**src/rtl/dlw_pkg.sv**
```systemverilog
package dlw_pkg;
    typedef enum logic [1:0] {
        ST_IDLE = 2'd0,
        ST_READ = 2'd1,
        ST_DATA = 2'd2,
        ST_OUT  = 2'd3
    } walk_st_e;
endpackage

```
**src/rtl/dlw_lowest_first.sv**
```systemverilog
module dlw_lowest_first #(
    parameter int N  = 3,
    parameter int IW = 2
) (
    input  logic [N-1:0]  req,
    output logic [IW-1:0] idx,
    output logic [N-1:0]  onehot,
    output logic          any
);
    always_comb begin
        idx    = '0;
        onehot = '0;
        for (int i = N - 1; i >= 0; i--) begin
            if (req[i]) begin
                idx       = IW'(i);
                onehot    = '0;
                onehot[i] = 1'b1;
            end
        end
        any = |req;
    end
endmodule

```
**src/rtl/dlw_hdr_step.sv**
```systemverilog
module dlw_hdr_step #(
    parameter int AW     = 8,
    parameter int SIZE_W = 8
) (
    input  logic [AW-1:0]     cur_addr,
    input  logic [SIZE_W-1:0] size,
    output logic              size_zero,
    output logic [AW-1:0]     next_addr,
    output logic              past_limit
);
    localparam int SW = ((SIZE_W > AW) ? SIZE_W : AW) + 1;

    logic [SW-1:0] sum;

    always_comb begin
        sum        = SW'(cur_addr) + SW'(size);
        size_zero  = (size == '0);
        next_addr  = sum[AW-1:0];
        past_limit = |sum[SW-1:AW];
    end
endmodule

```
**src/rtl/dlist_walker.sv**
```systemverilog
module dlist_walker #(
    parameter int NCH        = 3,
    parameter int AW         = 8,
    parameter int DW         = 32,
    parameter int END_BIT    = 31,
    parameter int SIZE_LSB   = 0,
    parameter int SIZE_W     = 8,
    parameter int BOOT_WORDS = 16
) (
    input  logic                      clk,
    input  logic                      rst_n,
    input  logic [NCH-1:0]            start_i,
    input  logic [NCH-1:0]            chan_act_i,
    input  logic [NCH*AW-1:0]         base_i,
    output logic                      mem_rd_en_o,
    output logic [AW-1:0]             mem_rd_addr_o,
    input  logic [DW-1:0]             mem_rd_data_i,
    output logic                      ent_valid_o,
    input  logic                      ent_ready_i,
    output logic [((NCH > 1) ? $clog2(NCH) : 1)-1:0] ent_chan_o,
    output logic [AW-1:0]             ent_addr_o,
    output logic [DW-1:0]             ent_word_o,
    output logic [NCH-1:0]            err_o,
    output logic                      idle_o
);
    import dlw_pkg::*;

    localparam int CW = (NCH > 1) ? $clog2(NCH) : 1;
    localparam logic [AW-1:0] BOOT_LIM = AW'(BOOT_WORDS);

    typedef struct packed {
        walk_st_e       st;
        logic [NCH-1:0] pend;
        logic [NCH-1:0] err;
        logic [CW-1:0]  chan;
        logic [AW-1:0]  addr;
        logic [DW-1:0]  hdr;
    } walk_state_t;

    walk_state_t q, d;

    // Arbitration among queued channels
    logic [CW-1:0]  pick_idx;
    logic [NCH-1:0] pick_oh;
    logic           pick_any;

    dlw_lowest_first #(.N(NCH), .IW(CW)) u_pick (
        .req    (q.pend),
        .idx    (pick_idx),
        .onehot (pick_oh),
        .any    (pick_any)
    );

    // Header fields: fresh memory data in DATA, held copy in OUT
    logic              end_sel;
    logic [SIZE_W-1:0] size_sel;
    logic              size_zero;
    logic [AW-1:0]     next_addr;
    logic              past_limit;

    always_comb begin
        if (q.st == ST_DATA) begin
            end_sel  = mem_rd_data_i[END_BIT];
            size_sel = mem_rd_data_i[SIZE_LSB +: SIZE_W];
        end else begin
            end_sel  = q.hdr[END_BIT];
            size_sel = q.hdr[SIZE_LSB +: SIZE_W];
        end
    end

    dlw_hdr_step #(.AW(AW), .SIZE_W(SIZE_W)) u_step (
        .cur_addr   (q.addr),
        .size       (size_sel),
        .size_zero  (size_zero),
        .next_addr  (next_addr),
        .past_limit (past_limit)
    );

    logic [NCH-1:0] accept;
    logic [AW-1:0]  pick_base;

    always_comb begin
        d         = q;
        accept    = start_i & chan_act_i;
        pick_base = base_i[pick_idx*AW +: AW];
        d.pend    = q.pend | accept;
        d.err     = q.err & ~accept;

        case (q.st)
            ST_IDLE: begin
                if (pick_any) begin
                    d.pend = (q.pend & ~pick_oh) | accept;
                    d.chan = pick_idx;
                    if (pick_base < BOOT_LIM) begin
                        d.err[pick_idx] = 1'b1;
                    end else begin
                        d.addr = pick_base;
                        d.st   = ST_READ;
                    end
                end
            end
            ST_READ: begin
                d.st = ST_DATA;
            end
            ST_DATA: begin
                if (end_sel) begin
                    d.st = ST_IDLE;
                end else if (size_zero) begin
                    d.err[q.chan] = 1'b1;
                    d.st          = ST_IDLE;
                end else begin
                    d.hdr = mem_rd_data_i;
                    d.st  = ST_OUT;
                end
            end
            ST_OUT: begin
                if (ent_ready_i) begin
                    if (past_limit) begin
                        d.st = ST_IDLE;
                    end else begin
                        d.addr = next_addr;
                        d.st   = ST_READ;
                    end
                end
            end
            default: d.st = ST_IDLE;
        endcase
    end

    always_ff @(posedge clk) begin
        if (!rst_n) begin
            q.st   <= ST_IDLE;
            q.pend <= '0;
            q.err  <= '0;
            q.chan <= '0;
            q.addr <= '0;
            q.hdr  <= '0;
        end else begin
            q <= d;
        end
    end

    assign mem_rd_en_o   = (q.st == ST_READ);
    assign mem_rd_addr_o = q.addr;
    assign ent_valid_o   = (q.st == ST_OUT);
    assign ent_chan_o    = q.chan;
    assign ent_addr_o    = q.addr;
    assign ent_word_o    = q.hdr;
    assign err_o         = q.err;
    assign idle_o        = (q.st == ST_IDLE) && (q.pend == '0);
endmodule

```
**config.mk**
```make
export PLATFORM = sky130hd
export DESIGN_NAME = dlist_walker
export DESIGN_NICKNAME = d
export VERILOG_FILES = /design/src/rtl/dlw_pkg.sv /design/src/rtl/dlw_lowest_first.sv /design/src/rtl/dlw_hdr_step.sv /design/src/rtl/dlist_walker.sv
export SDC_FILE = /design/constraint.sdc
export NUM_CORES = 1
export LEC_CHECK = 0
export BUFFER_PORTS_ARGS = -buffer_cell sky130_fd_sc_hd__buf_4
export CELL_PAD_IN_SITES_DETAIL_PLACEMENT = 0
export CELL_PAD_IN_SITES_GLOBAL_PLACEMENT = 1
export CORE_UTILIZATION = 30
export DETAILED_ROUTE_END_ITERATION = 10
export GPL_TIMING_DRIVEN = 0
export PLACE_DENSITY = 0.7
export SYNTH_ARGS = -nofsm -noshare
export SYNTH_HDL_FRONTEND = slang
export SYNTH_SLANG_ARGS = --single-unit
```
**constraint.sdc**
```tcl
create_clock -name clk -period 4.3 [get_ports clk]
set_input_delay 0.645 -clock clk [delete_from_list [all_inputs] [get_ports clk]]
set_output_delay 0.645 -clock clk [all_outputs]
set_load 0.02 [all_outputs]
```
==> flow_results.org <==
** Floorplanning
- Height of the die :: 100.9 um
- Initial core utilization :: between 30% and 40%
- Core area :: between 9000 and 10,000 um^2
- The die covers 10,180 um^2.
- The die is 100.9 um wide.
- Row generation in the floorplan step produced 35 rows.
- between 100 and 150 I/O pins were placed.

** CTS
- CTS saw 50 sinks.
- Hold-fix buffer count after cts :: 0
- Register clock-pin slew on the reported worst setup and hold paths :: 0.09 ns
- Total setup buffers inserted after CTS :: 0
- The later pin in the worst-skew pair is clocked with a latency of 0.30 ns.
- Clock tree from TritonCTS :: done
- Clock root buffer master :: sky130_fd_sc_hd__clkbuf_8
- Clock Tree Buf Depth :: 2
- The H-tree generated during clock tree synthesis spans 2 levels.
- In this run, post-CTS repair resized a total of 0 instances.
- Clock tree synthesis inserted a total of 5 buffers.

** Layout
- Area overhead of the layout relative to synthesis :: 39.43%
- Final-layout fill cell count :: 1,018
- The final layout contains 575 nets.
- Once layout is complete, the utilization of the core stands at 43.67%.
- Fraction of layout instances using a drive strength above 1 :: 39.84%
- 0 antenna diodes ended up in the layout.

** Critical path
- Critical-path cell list :: nor2b_1, clkbuf_1, mux2_2, ha_1, fa_1, a21oi_1, o21ai_0, a41oi_2, and2_4, buf_6, o221a_1
- Across all register-to-register paths, the minimum setup slack is about 0.73 ns.
- Reg-to-reg critical path endpoint :: ent_addr_o[7]
- Critical-path cell with the highest stage delay :: sky130_fd_sc_hd__a41oi_2
- The number of cells on the worst reg-to-reg path is 11.
- At the worst endpoint, the arrival time is 3.82 ns.
- Crit-path max cell delay :: 0.48 ns
- Crit Path Category :: flip-flop to flip-flop
- STA classifies the critical path endpoint as a flip-flop.
- Data required time of the critical path :: roughly 4.6 ns
- STA classifies the critical path startpoint as a flip-flop.
- Worst-path fanout max :: 10
- The worst register-to-register path begins at q[49].

** STA
- Setup repair after global routing missed its margin :: no
- The final count of hold timing violations was 0.
- Portion of the clock cycle consumed by the worst path in the final layout :: 83.04%
- Transition time of the tightest slew-check pin :: between 0.5 and 0.6 ns
- Clock skew on the completed layout was measured at 0.005328 ns.
- In the final timing run, aggregate negative setup slack is 0 ns.
- Timing would allow up to 280.1 MHz.
- Worst slew slack as a fraction of its limit :: 62.32%
- Final period demand of the worst path :: 3.571 ns
- Setup violations remaining at the end of the flow were counted as 0.
- Fin. max-slew vios :: 0

** Min path
- In this run the most critical hold path is launched from ent_word_o[29].
- The path class of the tightest hold or removal check is flip-flop to flip-flop.
- Along the worst hold path, the cell count comes to 2.
- End point of the worst hold path :: ent_word_o[29]

** Detailed routing
- DRC violations left :: 0
- After detailed routing, the average wire length per cell comes to approximately 13 um.
- Count of routing violations after the opening detailed-route iteration :: 72
- Vias :: 2,865
- Number of optimization iterations in the first detailed-route pass :: 4
- Using the TritonRoute via totals, the vias-per-cell ratio works out to 4.540.
- In this run the remaining antenna-violating nets after routing total 0.
- Total routed wirelength :: 7.926 mm

** Job
- The tool flagged a number of max-cap violations equal to 0.

** Placed design
- Routability-driven placement finished with a final weighted congestion of 0.7508.
- Once detailed placement completed, the half-perimeter wirelength came to around 6.3 mm.
- During placement, the flow inserted port buffers numbering 120.

** Pwr
- IR analysis of the VDD net gives a maximum drop of 0.1359 mV.
- Leakage power summed over all cells :: 1.875 nW
- For this design the ratio of total power to cell area is 293.3 nW/um^2.

** Synth
- Post-synthesis sequential element count :: 50
- The most used flip-flop cell after synthesis is sky130_fd_sc_hd__dfxtp_1.
- Share of async-settable or async-resettable flops after synthesis :: 0%
- Synthesis handed over a netlist of 374 instances.
- The synthesized netlist occupies a cell area of 2935 um^2.
- Post-synthesis cell type count :: 46
- The number of nets handed over by synthesis was 448.
- Synthesized area divided by synthesized cell count :: between 7 and 8 um^2
- Warnings from Yosys :: 0
- EDFF count, synth :: 0
- The share of the Yosys chip area taken by registers is roughly 34%.

** Global route
- The first global-routing pass estimated 12.60 mm of wire.
- Pin count of the biggest net entering global routing :: 16
- Via count of the first global-routing pass :: between 2,000 and 3,000
- The initial antenna violation count was 0.
- Overall global routing resource usage :: 15.46%
- Congestion Overflow GR :: 0

** Run status
- Run status :: complete, no violations
==> cell type report <==
type                    instances  area (um^2)  area share (%)
repair buffers                120        900.9           22.01
clock inverters                 2        12.51          0.3057
clock buffers                   6        82.58           2.018
well taps                     129        161.4           3.944
plain buffers                  71        481.7           11.77
flip-flops and latches         50         1001           24.46
multi-input cells             247         1430           34.94
inverters                       6        22.52          0.5503
==> worst max-delay path: cells and delay by family, from the launching register on <==
kind / cells / cell delay, ns
flip-flops: 1 / 0.41
buffers and inverters: 2 / 0.56
AND/OR/NAND/NOR: 2 / 0.42
AO/OA/AOI/OAI: 4 / 1.03
adder cells (fa/ha/maj): 2 / 0.66
multiplexers: 1 / 0.42
==> metal layers <==
| layer | GRT usage, % | part of all wire, % | vias up |
|---|---|---|---|
| li1 | - | - | 1499 |
| met1 | 21.14 | 48 | 1287 |
| met4 | 2.341 | 0.40 | 0 |
| met2 | 26.03 | 47 | 75 |
| met5 | 0 | 0 | - |
| met3 | 2.497 | 4.5 | 4 |
==> registers in the layout, indices dropped and copies added (netlist names) <==
name	count
ent_addr_o	8
ent_chan_o	2
err_o	3
ent_word_o	32
q	5
==> Yosys cell counts, types with 2 or more instances <==
cell	count	area (um^2)
sky130_fd_sc_hd__nor3_1	2	10.01
sky130_fd_sc_hd__mux2_2	8	90.09
sky130_fd_sc_hd__and3b_1	2	17.52
sky130_fd_sc_hd__buf_4	53	397.9
sky130_fd_sc_hd__a22oi_1	5	37.54
sky130_fd_sc_hd__a221oi_1	2	17.52
sky130_fd_sc_hd__o21bai_1	2	15.01
sky130_fd_sc_hd__o21ai_0	8	40.04
sky130_fd_sc_hd__nor3b_1	2	15.01
sky130_fd_sc_hd__buf_6	2	22.52
sky130_fd_sc_hd__a311oi_1	3	26.28
sky130_fd_sc_hd__nor2b_1	2	12.51
sky130_fd_sc_hd__ha_1	8	100.1
sky130_fd_sc_hd__a21o_1	2	15.01
sky130_fd_sc_hd__xor2_1	4	35.03
sky130_fd_sc_hd__nand3_1	3	15.01
sky130_fd_sc_hd__or2_2	2	12.51
sky130_fd_sc_hd__nor2_1	16	60.06
sky130_fd_sc_hd__inv_1	4	15.01
sky130_fd_sc_hd__a21oi_1	58	290.3
sky130_fd_sc_hd__nand2_1	80	300.3
sky130_fd_sc_hd__a211oi_1	4	30.03
sky130_fd_sc_hd__clkbuf_1	15	56.30
sky130_fd_sc_hd__o22ai_1	14	87.58
sky130_fd_sc_hd__dfxtp_1	50	1001
sky130_fd_sc_hd__nor4_1	3	18.77
==> cells by family (layout without fill, tap and decap cells) <==
group                      after synthesis  in the layout  share of synthesized area (%)
AOI/OAI and AO/OA                      104            104                          21.27
xor gates and xnor gates                 5              5                          1.492
adders and majority gates                9              9                          4.092
buffers and inverters                   77            205                          17.18
DFF                                     50             50                          34.10
muxes                                    8              8                          3.069
and+or+nand+nor                        121            121                          18.80
==> power breakdown <==
part / internal (mW) / switching [mW]
Combinational: 0.200 / 0.196
Clock: 0.130 / 0.156
Sequential: 0.489 / 0.0289
==> cells in the final DEF, fill, tap and decap left out, types with 3 or more instances in the layout <==
cell type                  instances
sky130_fd_sc_hd__buf_4           173
sky130_fd_sc_hd__nand2_1          80
sky130_fd_sc_hd__a21oi_1          58
sky130_fd_sc_hd__dfxtp_1          50
sky130_fd_sc_hd__nor2_1           16
sky130_fd_sc_hd__clkbuf_1         15
sky130_fd_sc_hd__o22ai_1          14
sky130_fd_sc_hd__mux2_2            8
sky130_fd_sc_hd__o21ai_0           8
sky130_fd_sc_hd__ha_1              8
sky130_fd_sc_hd__clkbuf_8          6
sky130_fd_sc_hd__a22oi_1           5
sky130_fd_sc_hd__inv_1             4
sky130_fd_sc_hd__a211oi_1          4
sky130_fd_sc_hd__xor2_1            4
sky130_fd_sc_hd__nor4_1            3
sky130_fd_sc_hd__nand3_1           3
sky130_fd_sc_hd__a311oi_1          3
==> worst max-delay path by stage <==
stage / from / end
6_report: q[49] / ent_addr_o[7]
3_5_place_dp: q[49] / ent_addr_o[7]
4_1_cts: q[49] / ent_addr_o[7]
5_1_grt: q[49] / ent_addr_o[7]
2_1_floorplan: q[49] / ent_addr_o[7]
3_3_place_gp: q[49] / ent_addr_o[7]
==> stage by stage <==
stage / worst slack (ns) / total power [mW] / std cells / hold WS, ns / instance area, um^2
after floorplan: 1.264 / 0.7734 / 374 / 0.4367 / 2935
after global placement: 0.7766 / 0.9226 / 623 / 0.4419 / 3998
after detailed placement: 0.7628 / 0.9262 / 623 / 0.4478 / 3998
after CTS: 0.7262 / 1.217 / 631 / 0.4609 / 4093
after global routing: 0.4787 / 1.271 / 631 / 0.4792 / 4093
final: 0.7294 / 1.200 / 631 / 0.4584 / 4093
Power figures use the tool's default switching activity.
